## src/rtl/pmc_pkg.sv

```systemverilog
package pmc_pkg;

  typedef enum logic [1:0] {
    MODE_RUN   = 2'd0,
    MODE_REST1 = 2'd1,
    MODE_REST2 = 2'd2,
    MODE_REST3 = 2'd3
  } pmc_mode_e;

  function automatic int max_int(input int a, input int b);
    return (a > b) ? a : b;
  endfunction

  function automatic pmc_mode_e deeper(input pmc_mode_e m);
    case (m)
      MODE_RUN:   return MODE_REST1;
      MODE_REST1: return MODE_REST2;
      default:    return MODE_REST3;
    endcase
  endfunction

endpackage

```

## src/rtl/pmc_interval_cnt.sv

```systemverilog
module pmc_interval_cnt #(
  parameter int W = 8
) (
  input  logic         clk,
  input  logic         rst,
  input  logic         clr,
  input  logic         step,
  input  logic [W-1:0] limit,
  output logic         hit
);

  logic [W-1:0] cnt_q;

  // hit marks the step that completes the current interval
  assign hit = step && (cnt_q == (limit - W'(1)));

  always_ff @(posedge clk) begin
    if (rst || clr) begin
      cnt_q <= '0;
    end else if (step) begin
      cnt_q <= hit ? '0 : cnt_q + W'(1);
    end
  end

endmodule

```

## src/rtl/pmc_mode_fsm.sv

```systemverilog
module pmc_mode_fsm
  import pmc_pkg::*;
#(
  parameter int CNT_W     = 8,
  parameter int RUN_TMO   = 4,
  parameter int REST1_PER = 2,
  parameter int REST1_TMO = 7,
  parameter int REST2_PER = 3,
  parameter int REST2_TMO = 10,
  parameter int REST3_PER = 5
) (
  input  logic      clk,
  input  logic      rst,
  input  logic      tick,
  input  logic      motion,
  output pmc_mode_e mode,
  output logic      sample_req,
  output logic      sample_fire
);

  pmc_mode_e        mode_q;
  logic             sample_q;
  logic [CNT_W-1:0] dwell_lim;
  logic [CNT_W-1:0] poll_lim;
  logic             dwell_hit;
  logic             poll_hit;
  logic             idle_step;
  logic             downshift;

  // per-level interval selection
  always_comb begin
    case (mode_q)
      MODE_RUN: begin
        poll_lim  = CNT_W'(1);
        dwell_lim = CNT_W'(RUN_TMO);
      end
      MODE_REST1: begin
        poll_lim  = CNT_W'(REST1_PER);
        dwell_lim = CNT_W'(REST1_TMO);
      end
      MODE_REST2: begin
        poll_lim  = CNT_W'(REST2_PER);
        dwell_lim = CNT_W'(REST2_TMO);
      end
      default: begin
        poll_lim  = CNT_W'(REST3_PER);
        dwell_lim = CNT_W'(1);
      end
    endcase
  end

  assign idle_step   = tick && !motion;
  assign downshift   = dwell_hit && (mode_q != MODE_REST3);
  assign sample_fire = poll_hit && !downshift;

  pmc_interval_cnt #(.W(CNT_W)) u_dwell (
    .clk   (clk),
    .rst   (rst),
    .clr   (motion),
    .step  (idle_step),
    .limit (dwell_lim),
    .hit   (dwell_hit)
  );

  pmc_interval_cnt #(.W(CNT_W)) u_poll (
    .clk   (clk),
    .rst   (rst),
    .clr   (motion || downshift),
    .step  (idle_step),
    .limit (poll_lim),
    .hit   (poll_hit)
  );

  always_ff @(posedge clk) begin
    if (rst) begin
      mode_q   <= MODE_RUN;
      sample_q <= 1'b0;
    end else begin
      sample_q <= sample_fire;
      if (motion) begin
        mode_q <= MODE_RUN;
      end else if (downshift) begin
        mode_q <= deeper(mode_q);
      end
    end
  end

  assign mode       = mode_q;
  assign sample_req = sample_q;

endmodule

```

## src/rtl/pmc_light_pulse.sv

```systemverilog
module pmc_light_pulse #(
  parameter int LIGHT_CYC = 4
) (
  input  logic clk,
  input  logic rst,
  input  logic fire,
  output logic light_en
);

  logic light_q;

  generate
    if (LIGHT_CYC <= 1) begin : g_single
      always_ff @(posedge clk) begin
        if (rst) light_q <= 1'b0;
        else     light_q <= fire;
      end
    end else begin : g_stretch
      localparam int LW = $clog2(LIGHT_CYC);
      logic [LW-1:0] left_q;
      always_ff @(posedge clk) begin
        if (rst) begin
          light_q <= 1'b0;
          left_q  <= '0;
        end else if (fire) begin
          light_q <= 1'b1;
          left_q  <= LW'(LIGHT_CYC - 1);
        end else if (left_q != '0) begin
          left_q  <= left_q - LW'(1);
        end else begin
          light_q <= 1'b0;
        end
      end
    end
  endgenerate

  assign light_en = light_q;

endmodule

```

## src/rtl/pmc_power_mode_ctrl.sv

```systemverilog
module pmc_power_mode_ctrl #(
  parameter int RUN_TMO   = 500,
  parameter int REST1_PER = 14,
  parameter int REST1_TMO = 6500,
  parameter int REST2_PER = 68,
  parameter int REST2_TMO = 403000,
  parameter int REST3_PER = 340,
  parameter int LIGHT_CYC = 4
) (
  input  logic       clk,
  input  logic       rst,
  input  logic       tick_i,
  input  logic       motion_i,
  output logic [1:0] mode_o,
  output logic       sample_req_o,
  output logic       light_en_o
);

  import pmc_pkg::*;

  localparam int MAX_A   = max_int(RUN_TMO, REST1_TMO);
  localparam int MAX_B   = max_int(REST2_TMO, REST1_PER);
  localparam int MAX_C   = max_int(REST2_PER, REST3_PER);
  localparam int MAX_LIM = max_int(max_int(MAX_A, MAX_B), MAX_C);
  localparam int CNT_W   = $clog2(MAX_LIM + 1);

  pmc_mode_e mode;
  logic      fire;

  pmc_mode_fsm #(
    .CNT_W     (CNT_W),
    .RUN_TMO   (RUN_TMO),
    .REST1_PER (REST1_PER),
    .REST1_TMO (REST1_TMO),
    .REST2_PER (REST2_PER),
    .REST2_TMO (REST2_TMO),
    .REST3_PER (REST3_PER)
  ) u_fsm (
    .clk         (clk),
    .rst         (rst),
    .tick        (tick_i),
    .motion      (motion_i),
    .mode        (mode),
    .sample_req  (sample_req_o),
    .sample_fire (fire)
  );

  pmc_light_pulse #(.LIGHT_CYC(LIGHT_CYC)) u_light (
    .clk      (clk),
    .rst      (rst),
    .fire     (fire),
    .light_en (light_en_o)
  );

  assign mode_o = mode;

endmodule

```

## config.mk

```make
export PLATFORM = sky130hd
export DESIGN_NAME = pmc_power_mode_ctrl
export DESIGN_NICKNAME = d
export VERILOG_FILES = /design/src/rtl/pmc_pkg.sv /design/src/rtl/pmc_interval_cnt.sv /design/src/rtl/pmc_mode_fsm.sv /design/src/rtl/pmc_light_pulse.sv /design/src/rtl/pmc_power_mode_ctrl.sv
export SDC_FILE = /design/constraint.sdc
export NUM_CORES = 1
export LEC_CHECK = 0
export ABC_AREA = 1
export ABC_CLOCK_PERIOD_IN_PS = 3700
export BUFFER_PORTS_ARGS = -buffer_cell sky130_fd_sc_hd__buf_2
export CAP_MARGIN = 20
export CELL_PAD_IN_SITES_DETAIL_PLACEMENT = 1
export CELL_PAD_IN_SITES_GLOBAL_PLACEMENT = 2
export CORE_ASPECT_RATIO = 1.1
export CORE_MARGIN = 10
export CORE_UTILIZATION = 34
export CTS_CLUSTER_DIAMETER = 50
export CTS_CLUSTER_SIZE = 28
export DETAILED_ROUTE_END_ITERATION = 7
export MAX_ROUTING_LAYER = met4
export PLACE_DENSITY = 0.92
export SETUP_SLACK_MARGIN = 0.5
export SLEW_MARGIN = 20
export SYNTH_ARGS = -nofsm -noshare
export SYNTH_HDL_FRONTEND = slang
export SYNTH_HIERARCHICAL = 1
export SYNTH_SLANG_ARGS = --single-unit
```

## constraint.sdc

```tcl
create_clock -name clk -period 3.7 [get_ports clk]
set_input_delay 0.555 -clock clk [delete_from_list [all_inputs] [get_ports clk]]
set_output_delay 0.555 -clock clk [all_outputs]
set_load 0.05 [all_outputs]
```

==> impl_metrics.json <==
{
  "run_status": "completed",
  "drt_iter0_markers": 179,
  "layout.nets": 897,
  "numPortBuffers": 7,
  "worstPathMaxFanout": 11,
  "layout.core_utilization_pct": 40.2,
  "cts-buffers-inserted": 5,
  "post_synth_inst_count": 812,
  "start_kind": "flip-flop",
  "detailed_place.area_um2": 4990,
  "post_route_cells_drive_above_1_share_pct": 15.3,
  "clk_buf_depth": 2,
  "grt_first_pass_wirelength_um": 22700,
  "numClockSinks": 44,
  "detailedRoute.firstPassIterationCount": 4,
  "critical-path-slowest-cell": "sky130_fd_sc_hd__dfxtp_4",
  "diodes": 0,
  "cts_hold_buf": 0,
  "dp_worst_setup_slack_ns": 0.546,
  "groute.usage.overall_pct": 15.5,
  "hp-class": "flip-flop to flip-flop",
  "finalSetupViolations": 0,
  "fillCellCount": 1855,
  "worstSetupEndpointType": "flip-flop",
  "core_area_um2": 13200,
  "dieArea_um2": 18400,
  "clk_pin_slew_ns": 0.07,
  "area.growth.synth_to_final_pct": 15.9,
  "ys_seq_area_share_pct": 19.3,
  "crit_arrival_ns": 3.14,
  "fin_crit_sh_pct": 77.9,
  "grt_setup_unrepaired": "false",
  "multi_input_gate_area_um2": 3280,
  "tritoncts": "built",
  "floorplan.die.height_um": 141,
  "clock_tree.htree_level_count": 2,
  "register_area_um2": 886,
  "fp.dieW_um": 130,
  "post_synth_num_cell_types": 31,
  "layout_min_cycle_time_ns": 2.88,
  "static-leakage-power_uw": 0.00286,
  "p_int_uw": 862,
  "drt-total-wl_um": 13400,
  "worst_path_most_repeated_cell": "sky130_fd_sc_hd__nand2_1",
  "floorplan.io_pins": 8,
  "grt_overflow_total": 0,
  "post_drt_wl_per_cell_um": 12.7,
  "initial_utilization_pct": 34.6,
  "post-route-cell-area_um2": 5290,
  "place_hpwl_um": 11000,
  "cp_cell_sequence": "clkinvlp_4 > buf_4 > nor2_4 > buf_4 > buf_4 > nor2_4 > nand2_2 > nor2_4 > nand2_1 > nand2_1 > nand2_1 > nand2_1 > inv_1 > nand2_2 > nor2_2 > nand3_2 > inv_2 > nand2_2 > nand2_1 > nor2_1 > inv_1 > nor3_1 > nand2_1 > inv_1",
  "final_sum_of_negative_setup_slack_ns": 0,
  "grt_start_max_net_pins": 20,
  "routed-via-count": 4857,
  "post-route-worst-setup-slack_ns": 0.817,
  "layout_commonest_cell": "sky130_fd_sc_hd__nand2_1",
  "synth-warning-count": 6,
  "pwr-share-comb_pct": 13.4,
  "pwr-share-seq_pct": 41.2,
  "finalHoldViolCount": 0,
  "worstSkewPairLatency_ns": 0.30,
  "fp-row-count": 44,
  "fin_skew_ns": 0.00961,
  "clk_root_buffer_cell": "sky130_fd_sc_hd__clkbuf_16",
  "slew_viol_final": 0,
  "maximum_cell_stage_delay_along_the_critical_path_ns": 0.38,
  "switching_share_pct": 27.9,
  "clock_power_share_pct": 45.4,
  "power_per_unit_of_standard_cell_area_nw_per_um2": 226,
  "ys_seq_elements": 44,
  "cp_data_required_time_ns": 3.96,
  "mappedNetlistArea_um2": 4560,
  "post-route-drc-count": 0,
  "syn_area_per_cell_um2": 5.61,
  "ant_nets": 0,
  "routabilityCongestion": 0.831,
  "grt_pass1_vias": 4956,
  "vias_per_cell": 4.63,
  "max_freq_ghz": 0.347,
  "cap_viol_max_count": 0,
  "vdd.ir_drop.worst_uv": 207,
  "timing.setup.critical_path_class": "flip-flop to flip-flop",
  "layout_common_cells": "292 x sky130_fd_sc_hd__nand2_1, 115 x sky130_fd_sc_hd__inv_1, 109 x sky130_fd_sc_hd__nor2_1, 48 x sky130_fd_sc_hd__nand3_1, 47 x sky130_fd_sc_hd__conb_1",
  "netSwitchingPower_uw": 334,
  "antenna_violations_before_repair": 0
}
## area by class of cell
class	instances	share of cell area, %
Clock buffer	5	2.37
Clock inverter	3	0.876
Inverter	143	10.3
Multi-Input combinational cell	664	62.0
Sequential cell	44	16.8
Tap cell	161	3.81
Timing Repair Buffer	30	3.88
## per-stage QoR
stage	power (µW)	instances	hold slack, ns
after floorplan	622	858	0.453
after global placement	658	1028	0.472
after detailed placement	664	1028	0.484
after CTS	1220	1036	0.493
after global routing	1260	1050	0.500
final	1200	1050	0.493
## critical path, delay by kind of cell (launching register included)
| family | cells | cell delay, ns |
|---|---|---|
| and+or+nand+nor | 16 | 1.56 |
| DFF | 1 | 0.38 |
| buffers and inverters | 8 | 0.86 |
## power groups by stage
| stage | logic [µW] | clock network [µW] | registers (µW) |
|---|---|---|---|
| 4_1_cts | 162 | 561 | 494 |
| 3_3_place_gp | 153 | 0 | 505 |
| 3_5_place_dp | 159 | 0 | 505 |
| 6_report | 160 | 543 | 493 |
| 5_1_grt | 189 | 579 | 494 |
| 2_1_floorplan | 119 | 0 | 502 |
## registers in the layout, summed over array words and instances (netlist names)
signal	cells
u_light/g_stretch.left_q	2
u_fsm/sample_req	1
u_fsm/u_dwell/cnt_q	19
u_fsm/mode	2
u_fsm/u_poll/cnt_q	19
u_light/light_en	1
## cell usage after synthesis (all sizes together)
cell / n / share of area [%]
nor3: 14 / 1.8
ha: 5 / 1.4
nand2: 306 / 26
or2: 4 / 0.55
conb: 1 / 0.082
o21bai: 2 / 0.33
buf: 6 / 1.2
a22oi: 2 / 0.33
nand3: 62 / 8.7
xor2: 26 / 5.0
xnor2: 8 / 1.5
inv: 143 / 12
o21ai: 12 / 1.3
a21oi: 10 / 1.1
and2: 2 / 0.27
clkbuf: 1 / 0.082
nor2: 132 / 13
nand3b: 10 / 1.6
dfxtp: 44 / 19
nand4: 22 / 4.4
## worst paths after layout
kind	from	endpoint	slack (ns)	cells past startpoint
min	u_light/g_stretch.left_q[1]	u_light/g_stretch.left_q[1]	0.49	2
max	u_fsm/mode[1]	u_fsm/u_poll/cnt_q[9]	0.82	24
min reg2reg	u_light/g_stretch.left_q[1]	u_light/g_stretch.left_q[1]	0.49	2
max reg2reg	u_fsm/mode[1]	u_fsm/u_poll/cnt_q[9]	0.82	24
## kinds of logic (layout without fill, tap and decap cells)
kind of cell               Yosys count  in the layout  synth area share, %
buffers and inverters              150            181                 13.1
adders and majority gates            5              5                 1.37
DFF                                 44             44                 19.3
other                                1             47               0.0823
xor gates and xnor gates            34             34                 6.53
and+or+nand+nor                    552            552                 56.5
AOI/OAI and AO/OA                   26             26                 3.07
## routing by layer
| metal | vias to the layer above | GRT usage [%] | part of all wire (%) |
|---|---|---|---|
| met3 | 19 | 2.68 | 1.6 |
| met4 | 0 | 4.39 | 2.1 |
| met5 | - | - | 0 |
| li1 | 2572 | - | - |
| met1 | 2245 | 16.2 | 42 |
| met2 | 21 | 29.1 | 55 |
## what timing repair did
| action | in CTS | in global routing |
|---|---|---|
| resized for setup | 0 | 6 |
| buffers inserted | 0 | 14 |
| endpoints found under the hold margin | 0 | 0 |
| setup endpoints to repair | 0 | 22 |
(Power assumes the default switching activity.)
